===== src/rtl/serial_merge_pkg.sv =====
package serial_merge_pkg;

  typedef enum logic [1:0] {PH_IDLE, PH_START, PH_DATA, PH_STOP} phase_t;

  // cycles spent in one phase; a receiver confirms the start bit at half a period
  function automatic logic [31:0] phase_len(phase_t ph, logic [31:0] div, logic half_start);
    return (ph == PH_START && half_start) ? (div >> 1) : div;
  endfunction

  // a channel is eligible once it holds a whole frame
  function automatic logic frame_ready(logic [31:0] level, int unsigned frame);
    return level >= frame;
  endfunction

endpackage


===== src/rtl/serial_merge_filt.sv =====
module serial_merge_filt #(
  parameter int LEN = 4
) (
  input  logic clk,
  input  logic rst_n,
  input  logic raw,
  output logic clean
);
  logic [LEN-1:0] sr;

  always_ff @(posedge clk or negedge rst_n) begin
    if (!rst_n) begin
      sr    <= '1;
      clean <= 1'b1;
    end else begin
      sr <= {sr[LEN-2:0], raw};
      if (&sr)       clean <= 1'b1;
      else if (~|sr) clean <= 1'b0;
    end
  end

  // the output moves only after every stored sample agreed on the new level
  assert_filter_agree_R9: assert property (@(posedge clk) disable iff (!rst_n)
    (clean != $past(clean)) |-> ($past(sr) == {LEN{clean}}));
endmodule


===== src/rtl/serial_merge_rx.sv =====
module serial_merge_rx
  import serial_merge_pkg::*;
#(
  parameter int DIV_W = 16
) (
  input  logic             clk,
  input  logic             rst_n,
  input  logic             line,
  input  logic [DIV_W-1:0] div,
  output logic             push,
  output logic             bad_stop,
  output logic [7:0]       data
);
  phase_t           ph;
  logic [DIV_W-1:0] cnt;
  logic [2:0]       nbit;
  logic [7:0]       sh;
  logic             tick;

  assign tick     = (32'(cnt) + 32'd1) == phase_len(ph, 32'(div), 1'b1);
  assign push     = (ph == PH_STOP) && tick && line;
  assign bad_stop = (ph == PH_STOP) && tick && !line;
  assign data     = sh;

  always_ff @(posedge clk or negedge rst_n) begin
    if (!rst_n) begin
      ph   <= PH_IDLE;
      cnt  <= '0;
      nbit <= '0;
      sh   <= '0;
    end else begin
      case (ph)
        PH_IDLE: begin
          cnt <= '0;
          if (!line) ph <= PH_START;
        end
        PH_START: begin
          if (tick) begin
            cnt  <= '0;
            nbit <= '0;
            ph   <= line ? PH_IDLE : PH_DATA;
          end else cnt <= cnt + 1'b1;
        end
        PH_DATA: begin
          if (tick) begin
            cnt <= '0;
            sh  <= {sh[6:0], line};
            if (nbit == 3'd7) ph <= PH_STOP;
            else nbit <= nbit + 1'b1;
          end else cnt <= cnt + 1'b1;
        end
        default: begin
          if (tick) begin
            cnt <= '0;
            ph  <= PH_IDLE;
          end else cnt <= cnt + 1'b1;
        end
      endcase
    end
  end
endmodule


===== src/rtl/serial_merge_fifo.sv =====
module serial_merge_fifo #(
  parameter int DEPTH = 8,
  parameter int W     = 8,
  localparam int AW   = $clog2(DEPTH),
  localparam int CW   = AW + 1
) (
  input  logic          clk,
  input  logic          rst_n,
  input  logic          push,
  input  logic [W-1:0]  din,
  input  logic          pop,
  output logic [W-1:0]  dout,
  output logic [CW-1:0] level,
  output logic          drop
);
  logic [W-1:0]  mem [DEPTH];
  logic [AW-1:0] wptr, rptr;
  logic          accept, take;

  assign accept = push && (32'(level) < DEPTH);
  assign drop   = push && !accept;
  assign take   = pop && (level != '0);
  assign dout   = mem[rptr];

  always_ff @(posedge clk) begin
    if (accept) mem[wptr] <= din;
  end

  always_ff @(posedge clk or negedge rst_n) begin
    if (!rst_n) begin
      wptr  <= '0;
      rptr  <= '0;
      level <= '0;
    end else begin
      if (accept) wptr <= wptr + 1'b1;
      if (take)   rptr <= rptr + 1'b1;
      level <= level + CW'(accept) - CW'(take);
    end
  end

  // the forwarder only pops bytes that are present
  assert_pop_nonempty_R6: assert property (@(posedge clk) disable iff (!rst_n)
    pop |-> (level != '0));
  // the fill level never exceeds the storage
  assert_no_overflow_R10: assert property (@(posedge clk) disable iff (!rst_n)
    32'(level) <= DEPTH);
endmodule


===== src/rtl/serial_merge_tx.sv =====
module serial_merge_tx
  import serial_merge_pkg::*;
#(
  parameter int DIV_W = 16
) (
  input  logic             clk,
  input  logic             rst_n,
  input  logic [DIV_W-1:0] div,
  input  logic             avail,
  input  logic [7:0]       din,
  output logic             take,
  output logic             line
);
  phase_t           ph;
  logic [DIV_W-1:0] cnt;
  logic [2:0]       nbit;
  logic [7:0]       sh;
  logic             tick;

  assign tick = (32'(cnt) + 32'd1) == phase_len(ph, 32'(div), 1'b0);
  assign take = (ph == PH_IDLE) && avail;
  assign line = (ph == PH_START) ? 1'b0 : (ph == PH_DATA) ? sh[7] : 1'b1;

  always_ff @(posedge clk or negedge rst_n) begin
    if (!rst_n) begin
      ph   <= PH_IDLE;
      cnt  <= '0;
      nbit <= '0;
      sh   <= '0;
    end else begin
      case (ph)
        PH_IDLE: begin
          cnt <= '0;
          if (take) begin
            sh <= din;
            ph <= PH_START;
          end
        end
        PH_START: begin
          if (tick) begin
            cnt  <= '0;
            nbit <= '0;
            ph   <= PH_DATA;
          end else cnt <= cnt + 1'b1;
        end
        PH_DATA: begin
          if (tick) begin
            cnt <= '0;
            sh  <= {sh[6:0], 1'b0};
            if (nbit == 3'd7) ph <= PH_STOP;
            else nbit <= nbit + 1'b1;
          end else cnt <= cnt + 1'b1;
        end
        default: begin
          if (tick) begin
            cnt <= '0;
            ph  <= PH_IDLE;
          end else cnt <= cnt + 1'b1;
        end
      endcase
    end
  end

  // a byte taken from a FIFO begins with a low start bit on the next cycle
  assert_start_low_R2: assert property (@(posedge clk) disable iff (!rst_n)
    take |=> !line);
endmodule


===== src/rtl/serial_merge_sched.sv =====
module serial_merge_sched
  import serial_merge_pkg::*;
#(
  parameter int N     = 4,
  parameter int FRAME = 4,
  parameter int CW    = 4,
  localparam int SW   = $clog2(N)
) (
  input  logic                clk,
  input  logic                rst_n,
  input  logic [N-1:0][CW-1:0] levels,
  input  logic                take,
  output logic [SW-1:0]       sel,
  output logic                avail
);
  logic [N-1:0]  ready;
  logic [SW-1:0] pick;
  logic [CW-1:0] left;
  logic          busy, grant;

  always_comb begin
    for (int c = 0; c < N; c++) ready[c] = frame_ready(32'(levels[c]), FRAME);
  end

  always_comb begin
    pick = '0;
    for (int c = N - 1; c >= 0; c--) if (ready[c]) pick = SW'(c);
  end

  assign grant = !busy && (|ready);
  assign avail = busy;

  always_ff @(posedge clk or negedge rst_n) begin
    if (!rst_n) begin
      busy <= 1'b0;
      sel  <= '0;
      left <= '0;
    end else if (grant) begin
      busy <= 1'b1;
      sel  <= pick;
      left <= CW'(FRAME);
    end else if (busy && take) begin
      left <= left - 1'b1;
      if (left == CW'(1)) busy <= 1'b0;
    end
  end

  // the claimed channel always still holds the rest of its frame
  assert_frame_held_R3: assert property (@(posedge clk) disable iff (!rst_n)
    busy |-> (32'(levels[sel]) >= 32'(left)));
  // channel 0 wins whenever it is ready at a grant
  assert_low_index_first_R5: assert property (@(posedge clk) disable iff (!rst_n)
    (grant && ready[0]) |=> (sel == '0));
endmodule


===== src/rtl/serial_merge.sv =====
module serial_merge #(
  parameter int N_CH     = 4,
  parameter int DIV_W    = 16,
  parameter int DEPTH    = 8,
  parameter int FRAME    = 4,
  parameter int FILT_LEN = 4,
  localparam int CW      = $clog2(DEPTH) + 1,
  localparam int SW      = $clog2(N_CH)
) (
  input  logic             clk,
  input  logic             rst_n,
  input  logic [N_CH-1:0]  rx_line,
  input  logic [DIV_W-1:0] rx_div,
  input  logic [DIV_W-1:0] tx_div,
  output logic             tx_line,
  output logic [N_CH-1:0]  drop_seen
);
  logic [N_CH-1:0]          clean, push, bad_stop, pop, drop;
  logic [7:0]               rx_byte  [N_CH];
  logic [7:0]               fifo_out [N_CH];
  logic [N_CH-1:0][CW-1:0]  levels;
  logic [SW-1:0]            sel;
  logic                     avail, take;
  logic [N_CH-1:0]          drop_q;

  for (genvar c = 0; c < N_CH; c++) begin : g_ch
    serial_merge_filt #(.LEN(FILT_LEN)) u_filt (
      .clk(clk), .rst_n(rst_n), .raw(rx_line[c]), .clean(clean[c]));
    serial_merge_rx #(.DIV_W(DIV_W)) u_rx (
      .clk(clk), .rst_n(rst_n), .line(clean[c]), .div(rx_div),
      .push(push[c]), .bad_stop(bad_stop[c]), .data(rx_byte[c]));
    serial_merge_fifo #(.DEPTH(DEPTH), .W(8)) u_fifo (
      .clk(clk), .rst_n(rst_n), .push(push[c]), .din(rx_byte[c]),
      .pop(pop[c]), .dout(fifo_out[c]), .level(levels[c]), .drop(drop[c]));
    assign pop[c] = take && (sel == SW'(c));
  end

  serial_merge_sched #(.N(N_CH), .FRAME(FRAME), .CW(CW)) u_sched (
    .clk(clk), .rst_n(rst_n), .levels(levels), .take(take),
    .sel(sel), .avail(avail));

  serial_merge_tx #(.DIV_W(DIV_W)) u_tx (
    .clk(clk), .rst_n(rst_n), .div(tx_div), .avail(avail),
    .din(fifo_out[sel]), .take(take), .line(tx_line));

  always_ff @(posedge clk or negedge rst_n) begin
    if (!rst_n) drop_q <= '0;
    else        drop_q <= drop_q | drop;
  end
  assign drop_seen = drop_q;

  // once raised, an overflow flag never clears outside reset
  assert_drop_sticky_R10: assert property (@(posedge clk) disable iff (!rst_n)
    ($past(drop_q) & ~drop_q) == '0);
  // a byte with a low stop bit is never written
  assert_bad_stop_dropped_R7: assert property (@(posedge clk) disable iff (!rst_n)
    (bad_stop & push) == '0);
endmodule


===== config.mk =====
export PLATFORM = sky130hd
export DESIGN_NAME = serial_merge
export DESIGN_NICKNAME = d
export VERILOG_FILES = /design/src/rtl/serial_merge_pkg.sv /design/src/rtl/serial_merge_filt.sv /design/src/rtl/serial_merge_rx.sv /design/src/rtl/serial_merge_fifo.sv /design/src/rtl/serial_merge_tx.sv /design/src/rtl/serial_merge_sched.sv /design/src/rtl/serial_merge.sv
export SDC_FILE = /design/constraint.sdc
export NUM_CORES = 1
export LEC_CHECK = 0
export CAP_MARGIN = 20
export CORE_MARGIN = 2
export CORE_UTILIZATION = 58
export DETAILED_ROUTE_END_ITERATION = 6
export DONT_BUFFER_PORTS = 1
export GPL_TIMING_DRIVEN = 0
export HOLD_SLACK_MARGIN = 0.12
export PLACE_DENSITY = 0.83
export SYNTH_ARGS = -nofsm -noshare
export SYNTH_HDL_FRONTEND = slang
export SYNTH_SLANG_ARGS = --single-unit

===== constraint.sdc =====
create_clock -name clk -period 3.9 [get_ports clk]
set_input_delay 0.585 -clock clk [delete_from_list [all_inputs] [get_ports clk]]
set_output_delay 0.585 -clock clk [all_outputs]
set_load 0.05 [all_outputs]

== After elaboration in Yosys (flattened, before gate mapping) ==
Memory sizes are Yosys's and may differ from the RTL's.
Cells that the tools add are included.

* Register bits: 216
* Input bits: 38
* Output and inout bits: 5
* Memory bits (writable): 256
* Word-level logic and storage cells: 329
* Memories: 4

* Muxes and demuxes: 101
* $lt $le $gt $ge: 9
* Add/subtract/negate cells: 32
* Bitwise logic cells: 2
* Equal/unequal tests: 57
* Reduce and logical (&&, ||, !) cells: 80

{| class="wikitable"
|+ Memory list
! name !! depth !! bits a word !! read ports !! clocked after memory_dff !! write ports !! RTL line !! text
|-
| g_ch[0].u_fifo.mem || 8 || 8 || 1 || 0 || 1 || serial_merge_fifo.sv:16 || <nowiki>logic [W-1:0] mem [DEPTH];</nowiki>
|-
| g_ch[1].u_fifo.mem || 8 || 8 || 1 || 0 || 1 || serial_merge_fifo.sv:16 ||
|-
| g_ch[2].u_fifo.mem || 8 || 8 || 1 || 0 || 1 || serial_merge_fifo.sv:16 ||
|-
| g_ch[3].u_fifo.mem || 8 || 8 || 1 || 0 || 1 || serial_merge_fifo.sv:16 ||
|}

{| class="wikitable"
|+ Operator list
! cell !! number
|-
| 16-bit 2-to-1 mux || 14
|-
| 32-bit == test || 4
|-
| 16-bit by 1-bit adder with 17-bit output (second input constant) || 5
|-
| 16-bit by 1-bit adder with 16-bit output (second input constant) || 5
|-
| 2-bit 2-to-1 mux || 33
|-
| 3-bit 2-to-1 mux || 15
|-
| 3-bit by 1-bit adder with 3-bit output (second input constant) || 13
|-
| 2-bit by 1-bit inequality test with 1-bit output (second input constant) || 18
|-
| 4-bit AND reduction || 9
|-
| 32-bit by 16-bit == test with 1-bit output || 1
|-
| 8-bit 2-to-1 mux || 4
|-
| 2-bit one-hot mux with 3 select lines || 5
|-
| 3-bit one-hot mux with 2 select lines || 5
|-
| 1-bit logical AND || 27
|-
| 2-bit nonzero test || 13
|-
| 5-bit AND reduction || 5
|-
| 2-bit == test (second input constant) || 11
|-
| 2-bit inequality test (second input constant) || 11
|-
| 1-bit 2-to-1 mux || 21
|-
| 4-bit OR reduction || 5
|-
| 4-bit by 1-bit adder with 4-bit output || 4
|-
| 8-bit binary-select mux with 2-bit select || 1
|-
| 4-bit by 3-bit greater-or-equal comparator with 1-bit output (second input constant) || 4
|-
| 4-bit < comparator (second input constant) || 4
|-
| 15 further kinds || 44
|}

== Longest topological paths before layout ==
* Depth after elaboration: 9
* Mapped depth: 16
* Depth with buffers taken out: 14

== Hierarchy ==
From an unflattened synthesis, not the netlist that was laid out.

* Cell total of the unflattened synthesis: 1810
* Area, all modules: 24250.8 um^2

{| class="wikitable"
|+ Modules (own cells, without submodules)
! module !! cells an instance !! area each (um^2) !! sequential area each (um^2) !! times used
|-
| serial_merge_fifo || 148 || 3044.2 || 2172.1 || 4
|-
| serial_merge_rx || 227 || 2125.8 || 725.7 || 4
|-
| serial_merge_tx || 217 || 2135.8 || 725.7 || 1
|-
| serial_merge_filt || 8 || 157.7 || 131.4 || 4
|-
| serial_merge_sched || 39 || 440.4 || 175.2 || 1
|-
| serial_merge || 22 || 364.1 || 100.1 || 1
|}

== Worst setup path before layout ==
No wires, ideal clock.

* Path type: reg-to-reg
* Start point: register g_ch[3].u_rx.cnt[0]
* End point: memory g_ch[3].u_fifo.mem[1][0] (enable)
* Buffers on the path: 1
* Cell stages (with the launch flop): 11
* Setup slack: -0.148 ns
* Data required time: 3.505 ns
* Setup time: 0.395 ns
* Data arrival time: 3.654 ns
* Clock period less this slack: 4.048 ns
* Path through: dfrtp_1 -> ha_1 -> nand2_1 -> nor3_1 -> nor3b_1 -> or3b_2 -> a2111oi_0 -> nand4_1 -> or2_2 -> clkbuf_1 -> nor4_1

* Longest elaborated chain between the ends: 7

{| class="wikitable"
|+ Ends and longest elaborated chain
! what !! RTL line !! text
|-
| start: declaration || serial_merge_rx.sv:15 || <nowiki>logic [DIV_W-1:0] cnt;</nowiki>
|-
| start signal: assignment || serial_merge_rx.sv:42 || <nowiki>end else cnt <= cnt + 1'b1;</nowiki>
|-
| start signal: assignment || serial_merge_rx.sv:50 || <nowiki>end else cnt <= cnt + 1'b1;</nowiki>
|-
| start signal: assignment || serial_merge_rx.sv:56 || <nowiki>end else cnt <= cnt + 1'b1;</nowiki>
|-
| 16-bit by 1-bit adder with 17-bit output || serial_merge_rx.sv:20 || <nowiki>assign tick = (32'(cnt) + 32'd1) == phase_len(ph, 32'(div), 1'b1);</nowiki>
|-
| 32-bit == test || serial_merge_rx.sv:20 ||
|-
| 1-bit logical AND (2 in a row) || serial_merge_rx.sv:21 || <nowiki>assign push = (ph == PH_STOP) && tick && line;</nowiki>
|-
| 1-bit logical AND || serial_merge_fifo.sv:20 || <nowiki>assign accept = push && (32'(level) < DEPTH);</nowiki>
|-
| 1-bit 2-to-1 mux || serial_merge_fifo.sv:26 || <nowiki>if (accept) mem[wptr] <= din;</nowiki>
|-
| 1-bit 2-to-1 mux (not written as such) || serial_merge_fifo.sv:26 ||
|-
| end: declaration || serial_merge_fifo.sv:16 ||
|}

No other way between the ends.

== Worst setup path after layout ==
* Start point: register g_ch[3].u_rx.ph[1]
* End point: memory g_ch[3].u_fifo.mem[1][1] (enable)

* Longest elaborated chain between the ends: 8
* Elaborated cells between the ends (all ways): 9
* Classes of those cells: eq/ne: 3; mux: 3; reduce/logical: 3

{| class="wikitable"
|+ Ends and longest elaborated chain
! what !! RTL line !! text
|-
| start: declaration || serial_merge_rx.sv:14 || <nowiki>phase_t ph;</nowiki>
|-
| start signal: assignment || serial_merge_rx.sv:41 || <nowiki>ph <= line ? PH_IDLE : PH_DATA;</nowiki>
|-
| 2-bit by 1-bit == test with 1-bit output || serial_merge_pkg.sv:7 || <nowiki>return (ph == PH_START && half_start) ? (div >> 1) : div;</nowiki>
|-
| 16-bit 2-to-1 mux || serial_merge_pkg.sv:7 ||
|-
| 32-bit == test || serial_merge_rx.sv:20 ||
|-
| 1-bit logical AND (*) (2 in a row) || serial_merge_rx.sv:21 ||
|-
| 1-bit logical AND (*) || serial_merge_fifo.sv:20 ||
|-
| 1-bit 2-to-1 mux (*) || serial_merge_fifo.sv:26 ||
|-
| 1-bit 2-to-1 mux (not written as such) (*) || serial_merge_fifo.sv:26 ||
|}

Mark *: on every way between the ends. The rest lies on a longest branch, timed or not.

==> impl_metrics.ini <==
[sta]
skew_ps = 15.9
tightest_slew_ps = 937
final_max_slew_viol_count = 0
setup_viol = 0
hold_viol_final = 196
final.period_utilization_pct = 96.5
fmax_mhz = 266
period_minus_slack_ps = 3760
slew_headroom_pct = 37.5
hold_slack_ps = -283

[routing]
routed_wl_um = 55200
postRouteAntennaNets = 0
vias = 15659
drtIter0Drc = 1175
wl_per_cell_um = 22.1
drt-pass1-iter-count = 5
viasPerCell = 6.28
drc_errors = 0

[logic_synthesis]
syn_nets = 1925
netlist_instances = 1832
synth_seq_area_share_pct = 56.3
synth_ff_type = edfxtp_1
synth_cell_types = 82
synth_area_mm2 = 0.0233
async_flop_share_pct = 45.8
synth_warnings = 0
synth_edf_count = 256
synth.most_common_cell = edfxtp_1
avgSynthCellArea_um2 = 12.7
netlist_top_cells_count = edfxtp_1 (256), dfrtp_1 (196), nor2_1 (145)
synth_area_leaders = edfxtp_1 (33%), dfrtp_1 (21%), mux4_2 (7.0%), xnor2_1 (4.0%), ha_1 (2.7%)
synth.top_cell.area_share_pct = 33.0
synth_top_area_cell = edfxtp_1
ys_seq_elements = 472

[floorplanning]
core_area_mm2 = 0.0397
initial_core_util_pct = 58.6
die-area_mm2 = 0.0418
num_rows = 73
fp.dieW_um = 204
io_pins = 43
die_h_um = 204

[setup_path]
r2r_cells = 12
r2r_end = g_ch[3].u_fifo.mem[1][1]$_DFFE_PP_
critPathKind = flip-flop to flip-flop
cp_slowest_cell = or3b_2
critPathTopFamily = simple AND/OR/NAND/NOR gates
endpoint_kind = flip-flop
r2r-start = g_ch[3].u_rx.ph[1]$_DFFE_PN0P_
cp_num_cells = 12
path_cells = nor2b_1 > clkbuf_4 > o2111ai_1 > nor3b_1 > or3b_2 > a2111oi_2 > nand4_1 > buf_4 > or2_2 > clkbuf_4 > nor4_4 > buf_4
crit_start = g_ch[3].u_rx.ph[1]$_DFFE_PN0P_
regToRegSetupSlack_ps = 140
cpPeakStageDelay_ps = 490
crit_path_max_fanout = 10
crit_buf_inv = 4
start_kind = flip-flop
crit_arrival_ps = 4060
required_ps = 4190

[clock_tree]
insertion_delay_ps = 590
numCtsBuffers = 47
hold_buffers = 4
clock-sinks = 472
root_buffer = clkbuf_16
clk_pin_slew_ps = 60
htreeDepth = 2
cts_tree = built
clock_path_buffers = 3

[layout]
final_util_pct = 66.7
fillCellCount = 2724
nets = 2025
final_layout_size_suffix_gt1_share_pct = 19.9
n_antenna_cell = 0
finalNonFillerCells = 2495
syn2layout_area_growth_pct = 13.8

[run_status]
violations = negative hold slack
status = finished, violations left

[power]
power_density_mw_per_mm2 = 427
irDropWorstVdd_v = 0.000404
power_leakage_nw = 10.6

[grt]
grt-ovfl-total = 0
gr-usage-all-layers_pct = 27.0
grt_pass1_vias = 15716
antenna_found_initial = 0
grt_max_degree = 217
grt_pass1_wl_um = 86800

[place]
hpwl_um = 36100
routabilityCongestion = 0.914
dpl.cell_count = 2380
portBuffers = 0

[hold_path]
hold_path.class = input pin to asynchronous set/reset pin

[flow_run]
drv_cap = 0
## per-stage QoR
step	setup WS [ps]	total power, mW	setup TNS, ps	instance area (µm²)
2_1_floorplan	-148	6.53	-2370	23300
3_3_place_gp	-1810	6.77	-245070	24000
3_5_place_dp	-1120	6.81	-186010	24200
4_1_cts	4.44	11.3	0	26300
5_1_grt	-31.3	11.7	-197	26500
6_report	135	11.3	0	26500
## per-layer routing
layer	GRT usage, %	part of all wire, %
met5	0	0
met4	8.13	2.9
met3	4.80	7.0
met2	46.2	50
met1	35.4	40
## layout make-up
| type | count | area, µm² | share of cell area (%) |
|---|---|---|---|
| Buffer | 99 | 420 | 1.59 |
| Clock buffer | 58 | 1260 | 4.74 |
| Clock inverter | 29 | 262 | 0.987 |
| Inverter | 65 | 244 | 0.920 |
| Multi-Input combinational cell | 1183 | 10000 | 37.9 |
| Sequential cell | 472 | 13100 | 49.5 |
| Tap cell | 525 | 657 | 2.48 |
| Timing Repair Buffer | 64 | 490 | 1.85 |
## state kept, by name, indices dropped and copies added (netlist names), 12 cells and up
name / count
g_ch.u_fifo.mem: 256
g_ch.u_fifo.level: 16
g_ch.u_fifo.wptr: 12
g_ch.u_filt.sr: 16
g_ch.u_rx.cnt: 64
g_ch.u_fifo.rptr: 12
u_tx.cnt: 16
g_ch.u_rx.data: 32
g_ch.u_rx.nbit: 12
## logic make-up (layout without fill, tap and decap cells)
| logic type | after synthesis | after routing | synth area share [%] |
|---|---|---|---|
| buffers and inverters | 177 | 315 | 2.94 |
| AO/OA/AOI/OAI | 232 | 232 | 6.80 |
| multiplexers | 183 | 183 | 12.0 |
| XOR/XNOR | 168 | 168 | 6.97 |
| adder cells (fa/ha/maj) | 55 | 55 | 3.08 |
| AND/OR/NAND/NOR | 545 | 545 | 11.9 |
| flip-flops | 472 | 472 | 56.3 |
## placed cells by master (no fill, tap or decap), types with 15 or more instances in the layout
master	netlist	final
a21oi_1	46	46
and3_1	18	16
buf_1	19	18
buf_4	2	61
clkbuf_1	80	62
clkbuf_16	0	47
dfrtp_1	196	189
dfstp_2	20	20
edfxtp_1	256	256
ha_1	51	47
inv_1	63	63
mux2_2	54	54
mux2i_1	56	56
mux4_2	72	72
nand2_1	104	102
nand2b_1	21	20
nand3_1	59	54
nand4_1	25	25
nor2_1	145	136
nor3_1	44	30
nor4_1	33	17
o21ai_0	44	44
or3_1	15	15
xnor2_1	107	106
xor2_1	50	49
## worst register-to-register path: cells and delay by family (launching register included)
family	cells	cell delay, ps
AO/OA/AOI/OAI	2	560
buffers and inverters	4	900
flip-flops	1	480
AND/OR/NAND/NOR	6	1530
## power breakdown
| group | internal, mW | switching, mW | total [mW] | leakage (nW) |
|---|---|---|---|---|
| sequential | 5.38 | 0.218 | 5.60 | 5.65 |
| clock | 2.56 | 1.93 | 4.50 | 0.740 |
| combinational | 0.539 | 0.674 | 1.21 | 4.25 |
## how the worst max path moves through the flow
stage | end
after floorplan | g_ch[3].u_fifo.mem[1][0]$_DFFE_PP_
after global placement | g_ch[3].u_fifo.mem[1][1]$_DFFE_PP_
after detailed placement | g_ch[3].u_fifo.mem[6][1]$_DFFE_PP_
after CTS | g_ch[0].u_fifo.mem[2][1]$_DFFE_PP_
after global routing | g_ch[3].u_fifo.level[2]$_DFF_PN0_
final | g_ch[3].u_fifo.mem[1][1]$_DFFE_PP_
## timing repair
item / in CTS / in global routing
setup buffers: 22 / 15
hold endpoints to repair: 220 / 216
gates resized for setup: 75 / 51
endpoints found under the setup margin: 333 / 353
pin swaps: 22 / 13
No activity file was read; power rests on OpenSTA's default activity.
